==> src/rtl/dmac_pkg.sv <==
package dmac_pkg;
    typedef enum logic [2:0] {
        S_IDLE,
        S_CHECK,
        S_WAIT,
        S_READ,
        S_WRITE
    } dmac_state_t;

    localparam logic [1:0] AM_FIXED = 2'b00;
    localparam logic [1:0] AM_INC   = 2'b01;
    localparam logic [1:0] AM_DEC   = 2'b10;
endpackage

==> src/rtl/dmac_addr_unit.sv <==
module dmac_addr_unit #(
    parameter int AW = 32
) (
    input  logic [AW-1:0] addr,
    input  logic [1:0]    mode,
    input  logic [1:0]    size,
    output logic [AW-1:0] addr_next,
    output logic          misaligned
);
    import dmac_pkg::*;

    logic [AW-1:0] step;

    always_comb begin
        step = AW'(1) << size;
        unique case (mode)
            AM_INC:  addr_next = addr + step;
            AM_DEC:  addr_next = addr - step;
            default: addr_next = addr;
        endcase
        unique case (size)
            2'd0:    misaligned = 1'b0;
            2'd1:    misaligned = addr[0];
            2'd2:    misaligned = |addr[1:0];
            default: misaligned = |addr[2:0];
        endcase
    end
endmodule

==> src/rtl/dmac_req_detect.sv <==
module dmac_req_detect (
    input  logic clk,
    input  logic rst_n,
    input  logic dreq,
    input  logic clr,
    input  logic consume,
    output logic edge_hit
);
    logic dreq_q;
    logic pend;
    logic rise;

    assign rise     = dreq & ~dreq_q;
    assign edge_hit = pend;

    always_ff @(posedge clk or negedge rst_n) begin
        if (!rst_n) begin
            dreq_q <= 1'b0;
            pend   <= 1'b0;
        end else begin
            dreq_q <= dreq;
            if (clr)          pend <= 1'b0;
            else if (rise)    pend <= 1'b1;
            else if (consume) pend <= 1'b0;
        end
    end
endmodule

==> src/rtl/dma_xfer_ctrl.sv <==
module dma_xfer_ctrl #(
    parameter int AW = 32,
    parameter int DW = 64,
    parameter int CW = 24
) (
    input  logic          clk,
    input  logic          rst_n,
    input  logic [AW-1:0] cfg_src,
    input  logic [AW-1:0] cfg_dst,
    input  logic [CW-1:0] cfg_count,
    input  logic [1:0]    cfg_size,
    input  logic [1:0]    cfg_src_mode,
    input  logic [1:0]    cfg_dst_mode,
    input  logic          cfg_burst,
    input  logic          cfg_ext_req,
    input  logic          cfg_edge,
    input  logic          cfg_irq_en,
    input  logic          load,
    input  logic          chan_en,
    input  logic          master_en,
    input  logic          nmi_in,
    input  logic          flag_clr,
    input  logic          dreq,
    output logic          bus_valid,
    output logic          bus_we,
    output logic [AW-1:0] bus_addr,
    output logic [1:0]    bus_size,
    output logic [DW-1:0] bus_wdata,
    input  logic [DW-1:0] bus_rdata,
    output logic [AW-1:0] cur_src,
    output logic [AW-1:0] cur_dst,
    output logic [CW-1:0] cur_cnt,
    output logic          flag_te,
    output logic          flag_ae,
    output logic          flag_nmi,
    output logic          irq
);
    import dmac_pkg::*;

    localparam logic [CW-1:0] CNT_ONE = CW'(1);

    dmac_state_t   state, state_nx;
    logic [DW-1:0] data_q;
    logic [AW-1:0] src_nx, dst_nx;
    logic          src_mis, dst_mis;
    logic          edge_hit, consume, load_ok;
    logic          suspend, start_ok, req_hit, keep_going, last_unit;

    dmac_addr_unit #(.AW(AW)) u_src (
        .addr(cur_src), .mode(cfg_src_mode), .size(cfg_size),
        .addr_next(src_nx), .misaligned(src_mis)
    );

    dmac_addr_unit #(.AW(AW)) u_dst (
        .addr(cur_dst), .mode(cfg_dst_mode), .size(cfg_size),
        .addr_next(dst_nx), .misaligned(dst_mis)
    );

    dmac_req_detect u_req (
        .clk(clk), .rst_n(rst_n), .dreq(dreq),
        .clr(load_ok), .consume(consume), .edge_hit(edge_hit)
    );

    assign load_ok    = load && (state == S_IDLE);
    assign suspend    = flag_nmi | flag_ae | ~chan_en | ~master_en;
    assign start_ok   = ~suspend & ~flag_te;
    assign req_hit    = ~cfg_ext_req | (cfg_edge ? edge_hit : dreq);
    assign keep_going = ~suspend & cfg_burst & (~cfg_ext_req | cfg_edge | dreq);
    assign last_unit  = (cur_cnt == CNT_ONE);
    assign consume    = (state == S_WAIT) && !suspend && req_hit && cfg_ext_req && cfg_edge;

    // next-state selection
    always_comb begin
        state_nx = state;
        unique case (state)
            S_IDLE:  if (start_ok) state_nx = S_CHECK;
            S_CHECK: state_nx = (src_mis | dst_mis) ? S_IDLE : S_WAIT;
            S_WAIT: begin
                if (suspend)      state_nx = S_IDLE;
                else if (req_hit) state_nx = S_READ;
            end
            S_READ:  state_nx = S_WRITE;
            S_WRITE: begin
                if (last_unit)       state_nx = S_IDLE;
                else if (keep_going) state_nx = S_READ;
                else                 state_nx = S_WAIT;
            end
            default: state_nx = S_IDLE;
        endcase
    end

    // state register
    always_ff @(posedge clk or negedge rst_n) begin
        if (!rst_n) state <= S_IDLE;
        else        state <= state_nx;
    end

    // channel registers and flags
    always_ff @(posedge clk or negedge rst_n) begin
        if (!rst_n) begin
            cur_src  <= '0;
            cur_dst  <= '0;
            cur_cnt  <= '0;
            data_q   <= '0;
            flag_te  <= 1'b0;
            flag_ae  <= 1'b0;
            flag_nmi <= 1'b0;
        end else begin
            if (load_ok) begin
                cur_src <= cfg_src;
                cur_dst <= cfg_dst;
                cur_cnt <= cfg_count;
            end
            if (state == S_READ) data_q <= bus_rdata;
            if (state == S_WRITE) begin
                cur_src <= src_nx;
                cur_dst <= dst_nx;
                cur_cnt <= cur_cnt - CNT_ONE;
            end
            if (state == S_WRITE && last_unit) flag_te <= 1'b1;
            else if (flag_clr)                 flag_te <= 1'b0;
            if (state == S_CHECK && (src_mis | dst_mis)) flag_ae <= 1'b1;
            else if (flag_clr)                           flag_ae <= 1'b0;
            if (nmi_in)        flag_nmi <= 1'b1;
            else if (flag_clr) flag_nmi <= 1'b0;
        end
    end

    // outputs
    always_comb begin
        bus_valid = (state == S_READ) || (state == S_WRITE);
        bus_we    = (state == S_WRITE);
        bus_addr  = (state == S_WRITE) ? cur_dst : cur_src;
        bus_size  = cfg_size;
        bus_wdata = data_q;
        irq       = flag_te & cfg_irq_en;
    end

    p_start_gate_r1: assert property (@(posedge clk) disable iff (!rst_n)
        (bus_valid && !bus_we) |-> ($past(chan_en) && $past(master_en)
                                    && !$past(flag_nmi) && !$past(flag_te)));

    p_ae_quiet_r2: assert property (@(posedge clk) disable iff (!rst_n)
        flag_ae |-> !bus_valid);

    p_rw_pair_r3: assert property (@(posedge clk) disable iff (!rst_n)
        (bus_valid && !bus_we) |=> (bus_valid && bus_we));

    p_count_dec_r3: assert property (@(posedge clk) disable iff (!rst_n)
        (bus_valid && bus_we) |=> (cur_cnt == CW'($past(cur_cnt) - CNT_ONE)));

    p_te_quiet_r4: assert property (@(posedge clk) disable iff (!rst_n)
        flag_te |-> !bus_valid);

    p_cs_gap_r8: assert property (@(posedge clk) disable iff (!rst_n)
        (bus_valid && bus_we && !cfg_burst) |=> !bus_valid);
endmodule

==> config.mk <==
export PLATFORM = sky130hd
export DESIGN_NAME = dma_xfer_ctrl
export DESIGN_NICKNAME = d
export VERILOG_FILES = /design/src/rtl/dmac_pkg.sv /design/src/rtl/dmac_addr_unit.sv /design/src/rtl/dmac_req_detect.sv /design/src/rtl/dma_xfer_ctrl.sv
export SDC_FILE = /design/constraint.sdc
export NUM_CORES = 1
export LEC_CHECK = 0
export ABC_AREA = 1
export BUFFER_PORTS_ARGS = -buffer_cell sky130_fd_sc_hd__buf_4
export CAP_MARGIN = 10
export CORE_UTILIZATION = 50
export DETAILED_ROUTE_END_ITERATION = 8
export HOLD_SLACK_MARGIN = 0.03
export PLACE_DENSITY_LB_ADDON = 0.15
export SYNTH_ARGS = -nofsm -noshare
export SYNTH_HDL_FRONTEND = slang
export SYNTH_HIERARCHICAL = 1
export SYNTH_SLANG_ARGS = --single-unit
==> constraint.sdc <==
create_clock -name clk -period 2.9 [get_ports clk]
set_clock_uncertainty 0.2 [all_clocks]
set_input_delay 0.29 -clock clk [delete_from_list [all_inputs] [get_ports clk]]
set_output_delay 0.29 -clock clk [all_outputs]
set_load 0.01 [all_outputs]
# After elaboration in Yosys (flattened, before gate mapping)
# Cells that the tools add are included.
# classes
add_sub_neg	5
mux	26
shift	1
n_bitwise	18
eq_ne	15
n_reduce_logical	23
# op_table
cell	count
2-to-1 mux 32 bit	5
case mux 32 bit (2 select lines)	2
adder 32 bit	2
subtractor 32 bit	2
2-to-1 mux 24 bit	2
<< shifter 1 x 2 -> 32 bit, first input constant	1
equality test 24 x 1 -> 1 bit, second input constant	1
subtractor 24 x 1 -> 24 bit, second input constant	1
case mux 3 bit (5 select lines)	1
2-to-1 mux 1 bit	9
2-to-1 mux 3 bit	3
nonzero test 2 bit	4
logical AND 1 bit	7
bitwise OR 1 bit	7
equality test 2 x 1 -> 1 bit, second input constant	3
equality test 2 bit, second input constant	3
equality test 3 x 2 -> 1 bit, second input constant	2
inequality test 3 x 1 -> 1 bit, second input constant	2
NOT 1 bit	6
case mux 1 bit (3 select lines)	2
AND reduction 2 bit	3
OR reduction 3 bit	2
bitwise AND 1 bit	5
2-to-1 mux 2 bit	2
10 further kinds	11
# totals
wordCells	98
output_inout_bits	192
ff_bits	160
in_bits	170

# Logic depth before layout (Yosys ltp)
# Gate-level depths: netlist (run 1).
# logic_depth
depth_word	11
depth_mapped	20
mapped_depth_nobuf	20

# Hierarchy
# The synthesis (run 1) kept the hierarchy.
# by_module_without_submodules
mod	instances	seq_area_each_um2	cells_each	area_each_um2
dma_xfer_ctrl	1	3953.8	955	7743.7
dmac_addr_unit	2	0.0	602	2822.7
dmac_req_detect	1	50.0	7	73.8

# Worst setup path after synthesis (run 1)
# Ideal clock, no wire load.
# synth_timing
path_type	input port to flip-flop
startpoint	in cfg_dst_mode[0]
endpoint	reg cur_dst[31]
arrival_ns	2.354
required_ns	2.567
slack_ns	0.213
setup_time_ns	0.133
stages	17
n_path_buf	0
path_cell_list	inv_1 ha_1 ha_1 nand2_1 inv_1 nand2_1 nand2_1 inv_1 nand2_1 nand2_1 nand2_2 nand2_1 nand3_1 nand3_1 nand2_1 mux2i_1 o21ai_0
# synth_via
elab_chain_len	3
elab_cells_between_ends	6
cone_classes	3 x eq/ne; 2 x mux; 1 x reduce/logical
# synth_lines
element	line_no	rtl
start: declaration	dma_xfer_ctrl.sv:13	input logic [1:0] cfg_dst_mode,
equality test 2 bit or equality test 2 x 1 -> 1 bit (tied branches)	dmac_addr_unit.sv:16	unique case (mode)
case mux 32 bit (2 select lines) (*)	dmac_addr_unit.sv:16	
named net dst_nx[31]	dma_xfer_ctrl.sv:44	logic [AW-1:0] src_nx, dst_nx;
2-to-1 mux 32 bit (*)	dma_xfer_ctrl.sv:115	if (state == S_WRITE) begin
end signal: assignment	dma_xfer_ctrl.sv:111	cur_dst <= cfg_dst;
end signal: assignment	dma_xfer_ctrl.sv:117	cur_dst <= dst_nx;
end: declaration	dma_xfer_ctrl.sv:31	output logic [AW-1:0] cur_dst,
# The timed path passes the listed nets; every way through them passes the cells marked *.
# A chain may end at the register's enable or synchronous reset.

# Worst setup path after layout (run 1)
# layout_timing
startpoint	reg cur_dst[0]
endpoint	reg cur_dst[20]
# layout_via
elab_chain_len	3
elab_cells_between_ends	4
cone_classes	2 x add/sub; 2 x mux
# layout_lines
element	line_no
subtractor 32 bit or adder 32 bit (tied branches)	dmac_addr_unit.sv:18, dmac_addr_unit.sv:17
case mux 32 bit (2 select lines) (*)	dmac_addr_unit.sv:16
named net dst_nx[20]	dma_xfer_ctrl.sv:44
2-to-1 mux 32 bit (*)	dma_xfer_ctrl.sv:115
# Marked as above.

==> impl_metrics.tcl, run 1 <==
set metrics [dict create \
    yosys_warnings 6 \
    critPathLaunchType "register" \
    synth_area_leader_cell "dfrtp_1" \
    cts_sinks 160 \
    ys_types 40 \
    rsz0062_at_grt "false" \
    period_share 0.938 \
    syn_nets 2406 \
    leakage_nw 10.8 \
    vias_per_cell 5.28 \
    fillers 2200 \
    dpl.hpwl_um 35600 \
    io_pins 362 \
    path_cells "inv_1 > ha_1 > inv_1 > fa_2 > nand3_1 > nand3_1 > nand3_1 > nand3_2 > nand3_1 > nand2_1 > nand2_1 > nand3_1 > nand2_1 > mux2i_1 > o21ai_0" \
    crit_type "reg -> reg" \
    std_cell_rows 59 \
    cp_common_cell "nand3_1" \
    ant_nets 0 \
    grt_pass1_wl_um 79400 \
    synth_area_sq_um 13500 \
    critical-path-top-delay-family "simple AND/OR/NAND/NOR gates" \
    num-nets-final 2895 \
    cts_inserted_buffers 17 \
    ir_drop_v 0.000541 \
    path_clk_slew_ns 0.08 \
    critical_path.slowest_cell "dfrtp_1" \
    min_path_type "in -> reg" \
    status "complete, but fails checks" \
    required_ns 3.05 \
    place_ws_ns 0.0396 \
    end_kind "register" \
    finalSetupViolCount 0 \
    num_vias 15900 \
    fin_util 0.712 \
    htreeDepth 4 \
    slew_viol_final 0 \
    netlist_instances 2166 \
    critPathMaxStageDelay_ns 0.44 \
    wl_per_cell_um 16.6 \
    grt_max_degree 105 \
    hold_viol 0 \
    worst_slack_ns 0.181 \
    p_per_area_nw_per_um2 942 \
    crit_arrival_ns 2.87 \
    totalNegativeSetupSlack_ns 0 \
    drive_gt1_frac 0.171 \
    synth_flop_cell "dfrtp_1" \
    routed_wl_um 50000 \
    clock.fmax_mhz 368 \
    syn_area_per_cell_sq_um 6.22 \
    violations "DRC" \
    synth.top_cell.area_share 0.297 \
    dieWidth_um 166 \
    multiInputGateArea_sq_um 8080 \
    overflow 0 \
    route.detailed.drc 11 \
    worst_pin_slew_ns 1.15 \
    ys_seq_area_frac 0.297 \
    first_iter_violations 1594 \
    maxCapViolations 0 \
    synth_area_leaders "dfrtp_1 (30%), nand2_1 (28%), inv_1 (7.7%)" \
    cp_max_fo 5 \
    path_buf_inv 2 \
    antenna_found_initial 1 \
    area_growth_syn_to_layout_pct 38.5 \
    track_usage 0.360 \
    synth_edf_count 0 \
    synth_seq_cells 160 \
    clkLatencyLatePin_ns 0.45 \
    cts_root_buffer "clkbuf_16" \
    layout_min_cycle_time_ns 2.72 \
    regArea_sq_um 4000 \
    die_height_um 166 \
    grt_pass1_vias 15200 \
    core-area_sq_um 26200 \
    cts_tree "yes" \
    cts_setup_buffers 0 \
    maxSlewHeadroom 0.231 \
    async_reset_ff_frac 1.00 \
    drtPass1Iterations 8 \
    place_congestion 0.962 \
    floorplan.initialDensity 0.514 \
    cts_buffer_depth 2 \
    die_area_sq_um 27600 \
    io_buffers 361 \
]
-- metal layers --
layer	GRT usage	vias up	wire, um
li1	-	7722	-
met1	0.468	7354	21000
met2	0.599	670	23800
met3	0.0593	120	3510
met4	0.141	0	1680
met5	0	-	0
-- through the flow --
stage,area [sq um],cells,hold slack [ns],power (W)
2_1_floorplan,13500,2166,-0.206,0.0104
3_3_place_gp,16500,2818,0.135,0.0144
3_5_place_dp,16500,2818,0.131,0.0146
4_1_cts,18600,3003,0.0324,0.0173
5_1_grt,18700,3004,0.0467,0.0189
6_report,18700,3004,0.0409,0.0176
-- placed cells by master (no fill, tap or decap), types with 3 or more instances in the layout --
cell             n
a21oi_1         54
buf_12           4
buf_4          377
clkbuf_16       17
clkinv_8         5
dfrtp_1        160
dlygate4sd3_1  153
ha_1            68
inv_1          274
inv_12           4
inv_2            4
inv_6            3
mux2i_1         64
nand2_1        992
nand2_2         10
nand3_1        121
nand3_2          8
nand3b_1         7
nand4_1         14
nor2_1         134
nor2_2           5
nor3_1           9
o211ai_1         8
o21ai_0         66
o21ai_1         41
o21bai_1        10
o22ai_1          3
or2_2            7
xnor2_1         21
xor2_1           3
-- flip-flops by register name, summed over array words and instances, names as in the netlist --
signal,count
cur_src,32
flag_te,1
flag_ae,1
u_req/edge_hit,1
cur_cnt,24
cur_dst,32
u_req/dreq_q,1
state,3
flag_nmi,1
bus_wdata,64
-- synth_stat cells (2+ instances only) --
cell      number
nand2_1      992
clkbuf_1      22
o21bai_1      10
nand3_1      121
buf_6          7
dfrtp_1      160
a21oi_1       55
inv_2          3
xor2_1         3
or2_2          7
nand2_2       11
clkbuf_2       2
nor2_1       134
inv_1        275
xnor2_1       21
mux2i_1       64
ha_1          68
nand3b_1       7
buf_4          5
o21ai_0       66
nor2_2         5
buf_2         28
buf_1          2
nor3_1        10
o211ai_1       8
nor3b_1        2
a21o_1         2
o22ai_1        3
o21ai_1       41
nand4_1       14
nand3_2        8
fa_1           2
-- where the power goes --
group | internal [W] | switching [W]
logic | 0.00432 | 0.00603
clock network | 0.00121 | 0.00125
registers | 0.00332 | 0.00144
total | 0.00886 | 0.00871
-- path summary, 6_finish.rpt --
kind	start	endpoint	slack, ns	cells after the start
max	cur_dst[0]$_DFFE_PN0P_	cur_dst[20]$_DFFE_PN0P_	0.18	15
min	cfg_count[14]	cur_cnt[14]$_DFFE_PN0P_	0.04	5
max reg2reg	cur_dst[0]$_DFFE_PN0P_	cur_dst[20]$_DFFE_PN0P_	0.18	15
min reg2reg	bus_wdata[35]$_DFFE_PN0P_	bus_wdata[35]$_DFFE_PN0P_	0.28	2
max in group asynchronous	rst_n	cur_cnt[10]$_DFFE_PN0P_	1.52	3
min in group asynchronous	rst_n	cur_src[28]$_DFFE_PN0P_	0.21	2
-- repair_timing --
item / 4_1_cts / 5_1_grt
hold buffers: 153 / 0
endpoints found under the setup margin: 0 / 11
hold endpoints to repair: 211 / 0
gates resized for setup: 0 / 4
-- cell families (layout without fill, tap and decap cells) --
family	after synthesis	count (layout)	share of synthesized area
xor gates and xnor gates	24	24	0.0156
adders and majority gates	70	70	0.0662
buffers and inverters	344	846	0.104
DFF	160	160	0.297
and+or+nand+nor	1313	1313	0.393
muxes	64	64	0.0476
AOI/OAI and AO/OA	191	191	0.0765
other	0	1	0
-- cell type report --
class | instances | area share
Multi-Input combinational cell | 1662 | 0.433
Sequential cell | 160 | 0.215
Timing Repair Buffer | 536 | 0.239
Tap cell | 335 | 0.0225
Inverter | 278 | 0.0559
Antenna cell | 1 | 0.000134
Clock buffer | 17 | 0.0228
Clock inverter | 15 | 0.0115
-- tightest hold or removal path, stage by stage --
cell,delay (ns)
buf_4,0.09
nor2_1,0.04
nor2_1,0.10
nand2_1,0.06
o21ai_0,0.07
No activity file was read; power rests on OpenSTA's default activity.
==> run 2, diff against run 1 <==
--- a/config.mk
+++ b/config.mk
@@ -12,6 +12,7 @@
 export DETAILED_ROUTE_END_ITERATION = 8
 export HOLD_SLACK_MARGIN = 0.03
 export PLACE_DENSITY_LB_ADDON = 0.15
+export RECOVER_POWER = 25
 export SYNTH_ARGS = -nofsm -noshare
 export SYNTH_HDL_FRONTEND = slang
 export SYNTH_HIERARCHICAL = 1
==> run 2 against run 1 <==
- the flow finishes with violations (DRC, capacitance limit, slew limit)
- routed wire length about the same
- critical path depth unchanged
- non-clock buffer count unchanged
- critical path type unchanged
- largest cell class unchanged
==> impl_metrics.tcl, run 2 (synthesis gave the netlist of run 1 again) <==
set metrics [dict create \
    route.detailed.drc 11 \
    place_congestion 0.962 \
    r2r-start "cur_dst[0]$_DFFE_PN0P_" \
    track_usage 0.360 \
    clock.fmax_mhz 366 \
    maxSlewHeadroom -0.205 \
    overflow 0 \
    violations "DRC, capacitance limit, slew limit" \
    layout_min_cycle_time_ns 2.73 \
    placed_cell_area_sq_um 16500 \
    path_cells "inv_1 > ha_1 > inv_1 > fa_2 > nand3_1 > nand3_1 > nand3_1 > nand3_2 > nand3_1 > nand2_1 > nand2_1 > nand3_1 > nand2_1 > mux2i_1 > o21ai_0" \
    rrSetupSlack_ns 0.17 \
    wl_per_cell_um 16.6 \
    drive_gt1_frac 0.170 \
    layout_commonest_cell "nand2_1" \
    cts_sinks 160 \
    critPathMaxStageDelay_ns 0.44 \
    grt_pass1_vias 15200 \
    fillers 2209 \
    design_area_sq_um 18600 \
    num_vias 15900 \
    cts_root_buffer "clkbuf_16" \
    num-nets-final 2895 \
    cts_tree "yes" \
    crit_type "reg -> reg" \
    io_buffers 361 \
    end_kind "register" \
    routed_wl_um 50000 \
    path_clk_slew_ns 0.08 \
    totalNegativeSetupSlack_ns 0 \
    htreeDepth 4 \
    core-area_sq_um 26200 \
    min_path_type "in -> reg" \
    clkLatencyLatePin_ns 0.45 \
    dpl.hpwl_um 35600 \
    cts_setup_buffers 0 \
    cts_inserted_buffers 17 \
    critPathLaunchType "register" \
    p_total_w 0.0176 \
    regArea_sq_um 4000 \
    status "complete, but fails checks" \
    area_growth_syn_to_layout_pct 38.4 \
    whs_path_depth 4 \
    maxCapViolations 1 \
    reg2reg_depth 15 \
    die_area_sq_um 27600 \
    critical_path.slowest_cell "dfrtp_1" \
    fin_cells 3004 \
    finalSetupViolCount 0 \
    min_to "state[0]$_DFFE_PN0P_" \
    cts_buffer_depth 2 \
    hold_start "cfg_burst" \
    cp_common_cell "nand3_1" \
    die_height_um 166 \
    antenna_found_initial 1 \
    dp.cells 2818 \
    hold-worst-slack_ns 0.0503 \
    ir_drop_v 0.000541 \
    crit_arrival_ns 2.89 \
    hold_viol 0 \
    leakage_nw 10.8 \
    multiInputGateArea_sq_um 8080 \
    period_share 0.941 \
    p_per_area_nw_per_um2 943 \
    ant_nets 0 \
    largest_reg_flops 64 \
    io_pins 362 \
    reg2reg_to "cur_dst[20]$_DFFE_PN0P_" \
    rsz0062_at_grt "false" \
    cp_max_fo 5 \
    drtPass1Iterations 8 \
    worst_pin_slew_ns 1.81 \
    dieWidth_um 166 \
    floorplan.initialDensity 0.514 \
    first_iter_violations 1496 \
    grt_pass1_wl_um 79400 \
    slew_viol_final 62 \
    std_cell_rows 59 \
    vias_per_cell 5.31 \
    required_ns 3.06 \
    final_cell_mix "nand2_1 (992), buf_4 (372), inv_1 (274)" \
    grt_max_degree 105 \
]
run 2: repair_timing:
action,in CTS,in global routing
hold endpoints to repair,211,0
resized for setup,0,4
endpoints found under the setup margin,0,11
hold buffers,153,0
run 2: critical path, delay by kind of cell (launching register included):
kind | cells | cell delay [ns]
flops | 1 | 0.44
compound gates | 1 | 0.16
fa+ha+maj | 2 | 0.55
mux | 1 | 0.07
simple gates | 9 | 1.02
buf+inv | 2 | 0.20
run 2: power breakdown:
part	internal, W	leakage (nW)	switching (W)
Combinational	0.00432	8.57	0.00602
Clock	0.00121	0.309	0.00125
Sequential	0.00332	1.93	0.00144
run 2: how the worst max path moves through the flow:
stage | from | to | cells after the start
CTS | state[0]$_DFFE_PN0P_ | bus_addr[13] | 7
finish | cur_dst[0]$_DFFE_PN0P_ | cur_dst[20]$_DFFE_PN0P_ | 15
global route | cur_dst[0]$_DFFE_PN0P_ | cur_dst[24]$_DFFE_PN0P_ | 15
floorplan | cfg_dst_mode[0] | cur_dst[31]$_DFFE_PN0P_ | 17
global placement | cfg_size[1] | cur_dst[28]$_DFFE_PN0P_ | 15
detailed placement | cfg_size[1] | cur_src[16]$_DFFE_PN0P_ | 14
run 2: per-stage QoR:
stage / setup WS [ns] / utilization
after detailed placement: 0.0396 / 0.628
final: 0.170 / 0.711
after global placement: 0.123 / 0.628
after floorplan: 0.213 / -
after CTS: 0.103 / 0.711
after global routing: 0.0386 / 0.711
run 2: final cells by class:
class,count,area share
Antenna cell,1,0.000134
Timing Repair Buffer,536,0.238
Clock buffer,17,0.0228
Sequential cell,160,0.215
Inverter,278,0.0560
Tap cell,335,0.0225
Clock inverter,15,0.0116
Multi-Input combinational cell,1662,0.434
run 2: layer usage:
| layer | track usage | vias up | wire length (um) | part of all wire |
|---|---|---|---|---|
| li1 | - | 7719 | - | - |
| met4 | 0.141 | 0 | 1780 | 0.036 |
| met3 | 0.0593 | 127 | 3740 | 0.075 |
| met2 | 0.599 | 691 | 23800 | 0.48 |
| met5 | 0 | - | 0 | 0 |
| met1 | 0.468 | 7405 | 20700 | 0.41 |
